`config.mk`:
```
export PLATFORM = sky130hd
export DESIGN_NAME = ecc_guard
export DESIGN_NICKNAME = d
export VERILOG_FILES = /design/src/rtl/ecc_guard_pkg.sv /design/src/rtl/ecc_guard_ctrl.sv /design/src/rtl/ecc_guard_log.sv /design/src/rtl/ecc_guard.sv
export SDC_FILE = /design/constraint.sdc
export NUM_CORES = 1
export LEC_CHECK = 0
export ABC_AREA = 1
export BUFFER_PORTS_ARGS = -buffer_cell sky130_fd_sc_hd__buf_2
export CORE_MARGIN = 2
export CORE_UTILIZATION = 27
export CTS_BUF_LIST = sky130_fd_sc_hd__clkbuf_4
export CTS_CLUSTER_DIAMETER = 50
export DETAILED_ROUTE_END_ITERATION = 8
export PLACE_DENSITY_LB_ADDON = 0.08
export SLEW_MARGIN = 20
export SYNTH_ARGS = -nofsm -noshare
export SYNTH_HDL_FRONTEND = slang
export SYNTH_HIERARCHICAL = 1
export SYNTH_SLANG_ARGS = --single-unit
```
`constraint.sdc`:
```
create_clock -name clk -period 1 [get_ports clk]
set_input_delay 0.2 -clock clk [delete_from_list [all_inputs] [get_ports clk]]
set_output_delay 0.2 -clock clk [all_outputs]
set_load 0.05 [all_outputs]
```
`src/rtl/ecc_guard_pkg.sv`:
```
package ecc_guard_pkg;

  typedef enum logic [1:0] {
    MODE_OFF     = 2'b00,
    MODE_DETECT  = 2'b01,
    MODE_CORRECT = 2'b10,
    MODE_SCRUB   = 2'b11
  } eccMode_e;

  localparam int REG_W     = 32;
  localparam int STAT_LSB  = 8;   // bit 8 multi, bit 9 single
  localparam int MODE_LSB  = 10;
  localparam int DIAG_BIT  = 12;
  localparam int SERR_LSB  = 14;  // bit 14 multi, bit 15 single
  localparam int LOG_M_LSB = 8;   // multi-bit chip-select field in log word

  // class index: 0 = multi-bit, 1 = single-bit
  localparam int CLS_MULTI  = 0;
  localparam int CLS_SINGLE = 1;

  typedef struct packed {
    logic       checkOn;
    logic       scrubOn;
    logic [1:0] clrStat;   // write-one-to-clear per class
    logic [1:0] serrEn;    // per-class system-error enable
  } logStrobe_t;

endpackage

```
`src/rtl/ecc_guard_ctrl.sv`:
```
module ecc_guard_ctrl
  import ecc_guard_pkg::*;
(
  input  logic             clk,
  input  logic             rstN,
  input  logic             regWrEn,
  input  logic             regAddr,
  input  logic [REG_W-1:0] regWrData,
  output eccMode_e         cfgMode,
  output logic             cfgDiag,
  output logic [1:0]       cfgSerrEn,
  output logic             checkEn,
  output logic             correctEn,
  output logic             checkByteZero,
  output logic             scrubOn,
  output logStrobe_t       strobe
);

  logic ctlWrite;
  assign ctlWrite = regWrEn && !regAddr;

  always_ff @(posedge clk) begin
    if (!rstN) begin
      cfgMode   <= MODE_OFF;
      cfgDiag   <= 1'b0;
      cfgSerrEn <= 2'b00;
    end else if (ctlWrite) begin
      cfgMode   <= eccMode_e'(regWrData[MODE_LSB +: 2]);
      cfgDiag   <= regWrData[DIAG_BIT];
      cfgSerrEn <= regWrData[SERR_LSB +: 2];
    end
  end

  always_comb begin
    checkEn       = (cfgMode != MODE_OFF);
    correctEn     = (cfgMode == MODE_CORRECT || cfgMode == MODE_SCRUB) && !cfgDiag;
    checkByteZero = cfgDiag;
    scrubOn       = (cfgMode == MODE_SCRUB) && !cfgDiag;
  end

  always_comb begin
    strobe.checkOn = checkEn;
    strobe.scrubOn = scrubOn;
    strobe.serrEn  = cfgSerrEn;
    strobe.clrStat = ctlWrite ? regWrData[STAT_LSB +: 2] : 2'b00;
  end

endmodule

```
`src/rtl/ecc_guard_log.sv`:
```
module ecc_guard_log
  import ecc_guard_pkg::*;
#(
  parameter int CS_W = 3
) (
  input  logic            clk,
  input  logic            rstN,
  input  logStrobe_t      strobe,
  input  logic            errSingle,
  input  logic            errMulti,
  input  logic [CS_W-1:0] errCs,
  input  logic            busSerrEn,
  output logic [1:0]      statBits,
  output logic [CS_W-1:0] csLog [2],
  output logic            serrPulse,
  output logic            scrubReq
);

  logic [1:0] errIn;
  logic [1:0] newErr;

  assign errIn = {errSingle, errMulti};

  for (genvar k = 0; k < 2; k++) begin : g_cls
    assign newErr[k] = errIn[k] && strobe.checkOn && !statBits[k];

    always_ff @(posedge clk) begin
      if (!rstN) begin
        statBits[k] <= 1'b0;
        csLog[k]    <= '0;
      end else begin
        statBits[k] <= (statBits[k] && !strobe.clrStat[k]) || newErr[k];
        if (newErr[k]) csLog[k] <= errCs;
      end
    end
  end

  always_ff @(posedge clk) begin
    if (!rstN) begin
      serrPulse <= 1'b0;
      scrubReq  <= 1'b0;
    end else begin
      serrPulse <= busSerrEn && |(newErr & strobe.serrEn);
      scrubReq  <= errSingle && strobe.scrubOn;
    end
  end

endmodule

```
`src/rtl/ecc_guard.sv`:
```
module ecc_guard
  import ecc_guard_pkg::*;
#(
  parameter int CS_W = 3
) (
  input  logic            clk,
  input  logic            rstN,
  input  logic            regWrEn,
  input  logic            regAddr,
  input  logic [31:0]     regWrData,
  output logic [31:0]     regRdData,
  input  logic            errSingle,
  input  logic            errMulti,
  input  logic [CS_W-1:0] errCs,
  input  logic            busSerrEn,
  output logic            checkEn,
  output logic            correctEn,
  output logic            checkByteZero,
  output logic            scrubReq,
  output logic            serrPulse
);

  eccMode_e        cfgMode;
  logic            cfgDiag;
  logic [1:0]      cfgSerrEn;
  logic            scrubOn;
  logStrobe_t      strobe;
  logic [1:0]      statBits;
  logic [CS_W-1:0] csLog [2];

  ecc_guard_ctrl u_ctrl (
    .clk(clk), .rstN(rstN), .regWrEn(regWrEn), .regAddr(regAddr),
    .regWrData(regWrData), .cfgMode(cfgMode), .cfgDiag(cfgDiag),
    .cfgSerrEn(cfgSerrEn), .checkEn(checkEn), .correctEn(correctEn),
    .checkByteZero(checkByteZero), .scrubOn(scrubOn), .strobe(strobe)
  );

  ecc_guard_log #(.CS_W(CS_W)) u_log (
    .clk(clk), .rstN(rstN), .strobe(strobe), .errSingle(errSingle),
    .errMulti(errMulti), .errCs(errCs), .busSerrEn(busSerrEn),
    .statBits(statBits), .csLog(csLog), .serrPulse(serrPulse),
    .scrubReq(scrubReq)
  );

  always_comb begin
    regRdData = '0;
    if (!regAddr) begin
      regRdData[SERR_LSB +: 2] = cfgSerrEn;
      regRdData[DIAG_BIT]      = cfgDiag;
      regRdData[MODE_LSB +: 2] = cfgMode;
      regRdData[STAT_LSB +: 2] = statBits;
    end else begin
      regRdData[CS_W-1:0]         = csLog[CLS_SINGLE];
      regRdData[LOG_M_LSB +: CS_W] = csLog[CLS_MULTI];
    end
  end

endmodule

```
Yosys cells after proc, flatten, opt, wreduce, memory -nomap -nowiden
Cells that the tools add are included.
{"block": "classes", "eq_ne": 2, "n_reduce_logical": 22, "mux": 5, "bitwise_logic": 1}
{"cell": "1-bit logical AND", "n": 11}
{"cell": "1-bit zero test", "n": 6}
{"cell": "2-bit two-way mux", "n": 3}
{"cell": "3-bit two-way mux", "n": 2}
{"cell": "2-bit equality test (second input constant)", "n": 2}
{"cell": "1-bit logical OR", "n": 3}
{"cell": "2-bit AND", "n": 1}
{"cell": "2-bit nonzero test", "n": 1}
{"cell": "2-bit OR reduction", "n": 1}
{"block": "word_totals", "reg_bits": 15, "word_cells": 39, "input_bits": 42}

Logic depth before layout (Yosys ltp)
Gate-level depths: netlist (run 1).
{"block": "logic_depth", "depth_word": 6, "depth_mapped": 7}

By module
The synthesis (run 1) kept the hierarchy.
{"mod": "ecc_guard_log", "instances": 1, "area_each_um2": 387.9, "cells_each": 44}
{"mod": "ecc_guard_ctrl", "instances": 1, "area_each_um2": 295.3, "cells_each": 48}
{"mod": "ecc_guard", "instances": 1, "area_each_um2": 270.3, "cells_each": 48}

Worst setup path after synthesis (run 1)
No wires, ideal clock.
{"block": "synth_path", "path_type": "register -> register", "start": "register u_ctrl.cfgMode[1]", "end": "register u_log/csLog[0] (netlist bit)", "setup_slack_ps": -383, "n_path_buf": 2, "stages_incl_launch_ff": 8, "synth_period_minus_slack_ps": 1383, "required_time_ps": 879, "t_arrival_ps": 1262, "path_cell_list": "dfxtp_1 -> inv_1 -> nand2_1 -> buf_4 -> buf_6 -> nand3_2 -> nand2_1 -> a21oi_1"}
{"block": "synth_between", "elab_chain_len": 3}
{"element": "from (decl)", "line_no": "ecc_guard_ctrl.sv:9", "rtl": "output eccMode_e cfgMode,"}
{"element": "from (signal assigned)", "line_no": "ecc_guard_ctrl.sv:28", "rtl": "cfgMode <= eccMode_e'(regWrData[MODE_LSB +: 2]);"}
{"element": "2-bit nonzero test", "line_no": "ecc_guard_ctrl.sv:35", "rtl": "checkEn = (cfgMode != MODE_OFF);"}
{"element": "net checkEn", "line_no": "ecc_guard.sv:16", "rtl": "output logic checkEn,"}
{"element": "1-bit logical AND (2 in a row)", "line_no": "ecc_guard_log.sv:25", "rtl": "assign newErr[k] = errIn[k] && strobe.checkOn && !statBits[k];"}
{"element": "to (signal, indexed assignment)", "line_no": "ecc_guard_log.sv:33", "rtl": "if (newErr[k]) csLog[k] <= errCs;"}
{"element": "to (decl)", "line_no": "ecc_guard_log.sv:14", "rtl": "output logic [CS_W-1:0] csLog [2],"}
The timed path passes the listed nets, and every way through them passes these cells.
A chain may end at the register's enable or synchronous reset.

Final worst setup path (run 1)
{"block": "layout_path", "start": "register u_ctrl.cfgMode[1]", "end": "output port correctEn"}
{"block": "layout_between", "elab_chain_len": 3, "elab_cells_between_ends": 4, "cone_classes": "2 x eq/ne; 2 x reduce/logical"}
{"element": "2-bit equality test", "line_no": "ecc_guard_ctrl.sv:36", "rtl": "correctEn = (cfgMode == MODE_CORRECT || cfgMode == MODE_SCRUB) && !cfgDiag;"}
{"element": "1-bit logical OR *", "line_no": "ecc_guard_ctrl.sv:36"}
{"element": "1-bit logical AND *", "line_no": "ecc_guard_ctrl.sv:36"}
{"element": "to (decl)", "line_no": "ecc_guard.sv:17", "rtl": "output logic correctEn,"}
Mark *: on every way between the ends. The rest lies on a longest branch, timed or not.

==> results of run 1 <==
-- through the flow --
stage               instances  util [%]  instance area, um^2  hold slack, ns
finish                    231      42.5                 1430           0.148
global route              231      42.5                 1430           0.159
CTS                       226      39.4                 1330           0.132
detailed placement        216      33.3                 1120           0.440
global placement          216      33.3                 1120           0.443
floorplan                 161         -                 1080           0.313
-- registers in the layout (all words and copies together) (netlist names) --
name	cells
u_log/csLog	6
u_log/serrPulse	1
u_ctrl/cfgDiag	1
u_log/statBits	2
u_ctrl/cfgSerrEn	2
u_ctrl/cfgMode	2
u_log/scrubReq	1
-- routing by layer --
layer  GRT usage [%]  part of all wire, %
met5               0                    0
met4            4.89                 0.65
met3            2.50                  6.7
met2            17.1                   48
met1            13.9                   44
-- worst max-delay path, delay by kind of cell (launching register included) --
| family | cells | cell delay [ns] |
|---|---|---|
| flops | 1 | 0.38 |
| simple gates | 1 | 0.07 |
| buf+inv | 2 | 0.21 |
-- final cells by class --
cell class | count | area, um^2
Sequential cell | 15 | 324
Inverter | 23 | 98.8
Timing Repair Buffer | 49 | 430
Tap cell | 46 | 57.6
Fill cell | 381 | 1930
Multi-Input combinational cell | 94 | 489
Clock buffer | 4 | 30.0
-- repair_timing --
| action | CTS | global route |
|---|---|---|
| endpoints found under the setup margin | 16 | 23 |
| gates cloned | 0 | 1 |
| hold buffers | 0 | 0 |
| setup buffers | 7 | 5 |
| resized for setup | 53 | 17 |
| pin swaps | 4 | 14 |
-- placed cells by master, fill, tap and decap left out, types with 6 or more instances in the layout --
cell type,count
a21oi_1,6
inv_2,8
nand2_1,22
buf_4,15
buf_2,15
buf_6,12
dfxtp_2,10
nand4_1,8
conb_1,22
nor2_1,13
inv_1,11
-- power by group through the flow --
stage / Combinational [mW] / Sequential, mW / Clock (mW)
CTS: 0.631 / 0.658 / 0.391
global route: 0.733 / 0.659 / 0.401
detailed placement: 0.551 / 0.666 / 0
global placement: 0.550 / 0.666 / 0
floorplan: 0.525 / 0.664 / 0
finish: 0.688 / 0.655 / 0.366
-- worst max-delay path by stage --
stage | end | depth (start not counted) | slack (ns)
finish | correctEn | 3 | -0.14
CTS | regRdData[10] | 3 | -0.17
global route | correctEn | 3 | -0.19
detailed placement | regRdData[11] | 4 | -0.13
global placement | regRdData[10] | 5 | -0.13
floorplan | u_log/csLog[0] | 7 | -0.09
-- logic make-up after synthesis --
kind of cell / Yosys count
AND/OR/NAND/NOR: 63
other: 1
buffers and inverters: 52
AO/OA/AOI/OAI: 9
flip-flops: 15
==> run summary, run 1 <==
ys flop type -> dfxtp_1
DP HPWL -> 1.63 mm
Crit-path slowest cell -> dfxtp_4
R2R Setup Slk -> -0.04 ns
Fin. Hold Viols -> 0
Die Span Y -> 63.4 um
diode count -> 0
fraction of the mapped netlist area in compound gates -> 5.12%
Psw -> 0.672 mW
worst hold path class -> input port to register
Worst Hold Depth -> 3
Worst setup startpoint -> u_ctrl/cfgMode[1]
vias per cell -> 3.84
xor/xnor cell area share of the yosys netlist -> 0%
power per standard cell area -> 1200 nW/um^2
Syn-to-layout area delta -> 50.0%
period utilization -> 114%
Leakage Power -> 0.709 nW
Core Rows -> 21
Yosys top cell area share -> 31.5%
f_max -> 880 MHz
drt first-iter violations -> 21
post-synthesis mux area share -> 0%
most numerous cell in the Yosys netlist -> buf_4
input/output buffers -> 31
CTS Buffer Depth -> 2
final total power -> 1.71 mW
CTS root buf -> clkbuf_4
total grt overflow -> 0
die area -> 4020 um^2
Initial DRT Pass Iterations -> 4
first-pass GRT wire length -> 3.41 mm
Synth Instances -> 140
sequential share of power -> 38.3%
total vias in the final route -> 886
internal power -> 1.04 mW
# setup viols final -> 17
CTS buffer count -> 3
EDFF count, synth -> 0
total routed wirelength -> 2.15 mm
Synth Area in Simple Gates -> 30.3%
status -> finished, violations left
placer congestion estimate -> 0.788
post-layout min period -> 1.14 ns
switching part of the total -> 39.3%
failing checks -> negative setup slack
average size of a mapped cell -> 6.81 um^2
reg2reg end -> u_log/serrPulse
ys async rst share -> 0%
# IOs -> 79
Max VDD drop -> 0.345 mV
GRT Total Usage -> 10.8%
Hold Crit Start -> busSerrEn
Worst path max stage delay -> 0.38 ns
layout cells sized above 1 -> 49.7%
Place WS -> -0.130 ns
chip width -> 63.4 um
Gate power share -> 40.3%
Clk pwr share -> 21.4%
critical path required time -> 0.80 ns
Hold Path End -> u_log/serrPulse
clock slew at reported path FFs -> 0.09 ns
CP arrival -> 0.94 ns
top post-synthesis cells by area -> dfxtp_1 (31%), buf_4 (21%), nand2_1 (10%)
Synth area leader -> dfxtp_1
top cells by count, synth -> buf_4 (27), nand2_1 (26), inv_1 (19)
#FFs+latches synth -> 15
clock sink count -> 15
Synth Cell Area -> 953 um^2
Setup WS post-layout -> -0.137 ns
Ys Warns -> 6
clock latency on the worst-skew pair -> 0.27 ns
Setup CP Type -> register to output pin
worst-path cell chain -> inv_6, nor2_4, buf_6
CTS tree -> built
max cap viols -> 0
initial antenna violation count -> 0
H-Tree Depth -> 1
initial cell density of the core -> 28.3%
core area -> 3360 um^2
largest net degree at the start of global routing -> 12
Clock Skews -> 0.000752 ns
r2r startpoint -> u_ctrl/cfgMode[1]
vias in the first global route -> 821
Nets -> 228
worst r2r path cells -> 6
DRC -> 0
setup_tns -> -1.41 ns
Post-Synth Adder-Cell Area -> 0%
Final Max Tran Viols -> 0
largest family of logic cells by synthesized area -> buffers and inverters
Distinct cells, synth -> 18
RSZ-0062 raised after global routing -> yes
drt wl/cell -> 9.32 um
Critical Path Start Type -> register
Crit Path Max Fanout -> 3
post-route ant nets -> 0
post-synthesis sequential area ratio -> 31.5%
CP endpoint kind -> output pin
Note: power is estimated with default switching activity, not from simulation.
==> run 2, diff against run 1 <==
--- a/config.mk
+++ b/config.mk
@@ -9,5 +9,5 @@
 export BUFFER_PORTS_ARGS = -buffer_cell sky130_fd_sc_hd__buf_2
 export CORE_MARGIN = 2
-export CORE_UTILIZATION = 27
+export CORE_UTILIZATION = 36
 export CTS_BUF_LIST = sky130_fd_sc_hd__clkbuf_4
 export CTS_CLUSTER_DIAMETER = 50
==> constraint.sdc (replaced) <==
create_clock -name clk -period 1 [get_ports clk]
set_input_delay 0.1 -clock clk [delete_from_list [all_inputs] [get_ports clk]]
set_output_delay 0.1 -clock clk [all_outputs]
set_load 0.05 [all_outputs]
==> run 2 against run 1 <==
  * The run still ends with negative setup slack left
  * First-iteration DRC count decreased by 33%
  * Flip-flop and latch count unchanged
  * Count of clock-buffer cells in the layout unchanged
  * Critical path depth unchanged
  * Register-to-register slack improved by 0.04 ns
  * Sequential power about the same
  * Cell count decreased by 8.7%
  * Largest power group is now sequential cells
==> run summary, run 2 (synthesized netlist as in run 1, its figures left out) <==
status -> finished, violations left
failing checks -> negative setup slack
number of fill cells in the layout -> 276
initial antenna violation count -> 0
Gate power share -> 38.5%
layout cells sized above 1 -> 47.5%
Psw -> 0.664 mW
R2R Setup Slk -> 0 ns
drt wl/cell -> 9.88 um
post-route ant nets -> 0
Hold Path End -> u_log/serrPulse
vias per cell -> 4.32
die area -> 3080 um^2
most frequent cells in the layout -> nand2_1 (22), conb_1 (22), buf_2 (18)
Crit-path slowest cell -> dfxtp_4
CTS tree -> built
f_max -> 942 MHz
Critical Path Start Type -> register
Syn-to-layout area delta -> 38.1%
post-route cell area -> 1320 um^2
critical path required time -> 0.90 ns
post-layout min period -> 1.06 ns
r2r startpoint -> u_ctrl/cfgMode[1]
DP HPWL -> 1.51 mm
clock sink count -> 15
CTS buffer count -> 3
CTS root buf -> clkbuf_4
Die Span Y -> 55.5 um
GRT Total Usage -> 13.6%
routed length on met2 -> 1.14 mm
Leakage Power -> 0.674 nW
diode count -> 0
Clock Skews -> 0.000931 ns
switching part of the total -> 39.9%
wl on met1 -> 801 um
total routed wirelength -> 2.09 mm
Fin. Hold Viols -> 0
placer congestion estimate -> 0.756
Nets -> 224
initial cell density of the core -> 38.1%
internal power -> 1.00 mW
input/output buffers -> 31
Final Max Tran Viols -> 0
reg2reg end -> u_log/csLog[2]
CP endpoint kind -> output pin
CP top delay family -> flip-flops
drt first-iter violations -> 14
core area -> 2500 um^2
vias in the first global route -> 804
total grt overflow -> 0
footprint of the multi-input gates -> 480 um^2
CTS Buffer Depth -> 2
Clk pwr share -> 22.2%
H-Tree Depth -> 1
Hold Crit Start -> busSerrEn
Crit Path Max Fanout -> 4
period utilization -> 106%
Top reg by flops -> u_log/csLog
Place WS -> 0.0188 ns
total vias in the final route -> 911
Core Rows -> 18
Max VDD drop -> 0.882 mV
Largest register FFs -> 6
worst-path cell chain -> inv_2, nor2_2, buf_6
Setup CP Type -> register to output pin
largest net degree at the start of global routing -> 12
worst hold path class -> input port to register
top routing layer in use -> met4
# IOs -> 79
Setup WS post-layout -> -0.0611 ns
Worst path max stage delay -> 0.38 ns
Area after DPL -> 1080 um^2
sequential share of power -> 39.3%
clock slew at reported path FFs -> 0.09 ns
Initial DRT Pass Iterations -> 3
power per standard cell area -> 1270 nW/um^2
max cap viols -> 0
first-pass GRT wire length -> 3.35 mm
final total power -> 1.67 mW
CP arrival -> 0.96 ns
CP bufs+invs -> 2
met3 wire len -> 132 um
Worst Hold Depth -> 3
Storage cell area -> 324 um^2
# setup viols final -> 7
clock latency on the worst-skew pair -> 0.28 ns
chip width -> 55.5 um
DRC -> 0
RSZ-0062 raised after global routing -> yes
worst r2r path cells -> 6
run 2: cell types whose count changed in the layout (fill, tap and decap cells not counted):
| cell | previous run | this run |
|---|---|---|
| buf_2 | 15 | 18 |
| clkbuf_16 | 1 | 0 |
| a21oi_1 | 6 | 7 |
| a21oi_2 | 3 | 2 |
| buf_4 | 15 | 14 |
| buf_8 | 5 | 3 |
| inv_1 | 11 | 12 |
| inv_6 | 2 | 0 |
| nor2_4 | 3 | 2 |
| nor2_2 | 3 | 4 |
| clkbuf_4 | 5 | 4 |
| inv_4 | 1 | 2 |
| buf_6 | 12 | 10 |
run 2: final cells by class:
class | count | share of cell area, %
well taps | 30 | 2.85
repair buffers | 45 | 26.8
clock buffers | 4 | 2.28
flip-flops and latches | 15 | 24.6
multi-input cells | 94 | 36.5
inverters | 23 | 6.94
run 2: power groups by stage:
| stage | Clock (mW) | Sequential [mW] | Combinational [mW] |
|---|---|---|---|
| after global routing | 0.430 | 0.660 | 0.681 |
| after detailed placement | 0 | 0.667 | 0.538 |
| after floorplan | 0 | 0.665 | 0.526 |
| after global placement | 0 | 0.667 | 0.535 |
| after CTS | 0.395 | 0.656 | 0.622 |
| final | 0.370 | 0.655 | 0.640 |
run 2: per-layer routing:
layer | vias up | global-route usage (%)
li1 | 470 | -
met2 | 27 | 23.1
met5 | - | 0
met4 | 0 | 2.09
met3 | 2 | 5.62
met1 | 412 | 16.2
run 2: what timing repair did:
action                     CTS  global route
resized for setup           43            11
setup endpoints to repair   13            19
gates cloned                 0             0
hold buffers                 0             0
buffers inserted             7             3
pin swaps                    3             4
run 2: worst max path at each step:
stage,cells past startpoint,endpoint,slack [ns],start
floorplan,7,u_log/csLog[0],-0.05,u_ctrl/cfgMode[0]
detailed placement,6,u_log/statBits[1],0.02,regAddr
global placement,6,u_log/statBits[1],0.03,regAddr
CTS,3,regRdData[11],-0.07,u_ctrl/cfgMode[1]
finish,3,regRdData[12],-0.06,u_ctrl/cfgDiag
global route,3,regRdData[12],-0.15,u_ctrl/cfgDiag
run 2: through the flow:
step                      hold slack (ns)  util, %  std cells  setup TNS, ns
after floorplan                     0.213        -        161         -0.274
after global placement              0.338     43.1        197              0
after detailed placement            0.338     43.1        197              0
after CTS                          0.0243     50.8        208         -0.355
after global routing               0.0120     52.7        211          -1.33
final                              0.0350     52.7        211         -0.244
run 2: worst reg2reg max path: cells and delay by family (launching register included):
family | cells | cell delay [ns]
and+or+nand+nor | 3 | 0.22
DFF | 1 | 0.37
AOI/OAI and AO/OA | 1 | 0.12
buffers and inverters | 2 | 0.23
==> run 3, diff against run 2 <==
Settings changed: CORE_ASPECT_RATIO set to 1.25, PLACE_DENSITY set to 0.79, PLACE_DENSITY_LB_ADDON 0.08 to not set.
==> run 3 against run 2 <==
  * The run still ends with negative setup slack left
  * Sequential power about the same
  * Critical endpoint unchanged
  * Global-route usage shrank 0.63 points
  * Largest power group unchanged
  * Cell area shrank 0.76%
  * Via count decreased by 5.4%
  * Largest cell class unchanged
  * First-iteration DRC count is 29% lower
  * Critical path depth stayed put
==> run summary, run 3 (synthesized netlist as in run 1, its figures left out) <==
worst hold path class -> input port to register
core area -> 2480 um^2
GRT Total Usage -> 12.9%
H-Tree Depth -> 1
GRT met2 Usage -> 23.1%
Crit Path Max Fanout -> 4
Setup WS post-layout -> -0.0626 ns
placer congestion estimate -> 0.786
Leakage Power -> 0.654 nW
clock slew at reported path FFs -> 0.10 ns
Nets -> 220
first-pass GRT wire length -> 3.00 mm
# setup viols final -> 13
clock sink count -> 15
failing checks -> negative setup slack
met1 Usage GRT -> 14.7%
CTS root buf -> clkbuf_4
Final Max Tran Viols -> 0
RSZ-0062 raised after global routing -> yes
Top reg by flops -> u_log/csLog
initial antenna violation count -> 0
Hold Crit Start -> busSerrEn
CTS Buffer Depth -> 2
CTS tree -> built
# IOs -> 79
clock latency on the worst-skew pair -> 0.28 ns
max cap viols -> 0
Core Rows -> 20
hold-fix buffers at CTS -> 0
Worst setup startpoint -> u_ctrl/cfgDiag
CP arrival -> 0.96 ns
Critical Path Start Type -> register
CP endpoint kind -> output pin
Clock Skews -> 0.00878 ns
r2r startpoint -> u_ctrl/cfgMode[1]
input/output buffers -> 31
commonest non-fill, non-tap cell in the layout -> conb_1
post-route ant nets -> 0
DRC -> 0
initial cell density of the core -> 38.5%
Syn-to-layout area delta -> 37.0%
Fin. Hold Viols -> 0
status -> finished, violations left
Place WS -> -0.0202 ns
power per standard cell area -> 1250 nW/um^2
layout cells sized above 1 -> 48.0%
drt wl/cell -> 9.30 um
CTS buffer count -> 3
vias per cell -> 4.10
critical path required time -> 0.90 ns
DP HPWL -> 1.44 mm
post-layout min period -> 1.06 ns
drt first-iter violations -> 10
total grt overflow -> 0
die area -> 3080 um^2
total routed wirelength -> 1.95 mm
Max VDD drop -> 0.630 mV
post-route cell area -> 1310 um^2
met3 global-route usage -> 2.43%
chip width -> 50.0 um
total vias in the final route -> 862
diode count -> 0
Largest register FFs -> 6
f_max -> 941 MHz
Area after DPL -> 1070 um^2
vias in the first global route -> 733
largest net degree at the start of global routing -> 13
Setup CP Type -> register to output pin
period utilization -> 106%
Die Span Y -> 61.5 um
Initial DRT Pass Iterations -> 4
final total power -> 1.63 mW
gr busiest metal -> met2
most frequent cells in the layout -> conb_1 (22), nand2_1 (19), buf_2 (17)
==> run 3: changes by cell type in the layout (fill, tap and decap cells not counted) <==
cell	previous run	this run
buf_4	14	10
nand2_1	22	19
nand2_2	3	6
buf_2	18	17
buf_6	10	9
buf_8	3	4
clkinv_2	0	1
nor2_2	4	3
nor2_4	2	3
==> run 3: worst paths after layout <==
check / end / slack [ns] / depth (start not counted)
min reg2reg: u_log/csLog[4] / 0.46 / 2
max reg2reg: u_log/csLog[2] / -0.03 / 6
min: u_log/serrPulse / 0.04 / 3
max: regRdData[12] / -0.06 / 3
==> run 3: stage by stage <==
| step | TNS (ns) | cells | hold slack [ns] | utilization (%) |
|---|---|---|---|---|
| after floorplan | -0.274 | 161 | 0.213 | - |
| after global placement | 0 | 198 | 0.330 | 43.1 |
| after detailed placement | -0.0214 | 198 | 0.331 | 43.1 |
| after CTS | -0.399 | 208 | 0.0283 | 50.2 |
| after global routing | -1.29 | 210 | 0.0374 | 52.7 |
| final | -0.370 | 210 | 0.0376 | 52.7 |
==> run 3: metal layers <==
metal / vias up / part of all wire, %
met5: - / 0
met1: 369 / 40
li1: 458 / -
met2: 33 / 53
met4: 0 / 0.67
met3: 2 / 6.7
==> run 3: power by group <==
group	total [mW]	internal (mW)	switching, mW
combinational	0.629	0.181	0.448
clock	0.347	0.148	0.199
sequential	0.657	0.631	0.0260
==> run 3: repair_timing <==
action / CTS / global route
setup endpoints to repair: 13 / 21
pin swaps: 3 / 3
buffers inserted: 6 / 2
endpoints found under the hold margin: 0 / 0
resized for setup: 40 / 21
==> run 3: critical path, stage by stage, from the launching register on <==
cell and delay, ns:
dfxtp_4 0.40, inv_2 0.04, nor2_2 0.08, buf_6 0.16
==> run 3: cell type report <==
cell class	count	area, um^2
clock buffer	3	22.5
clock inverter	1	5.00
fill	267	1170
inverter	23	91.3
multi-input combinational	94	493
sequential	15	324
tap	33	41.3
timing repair buffer	41	329
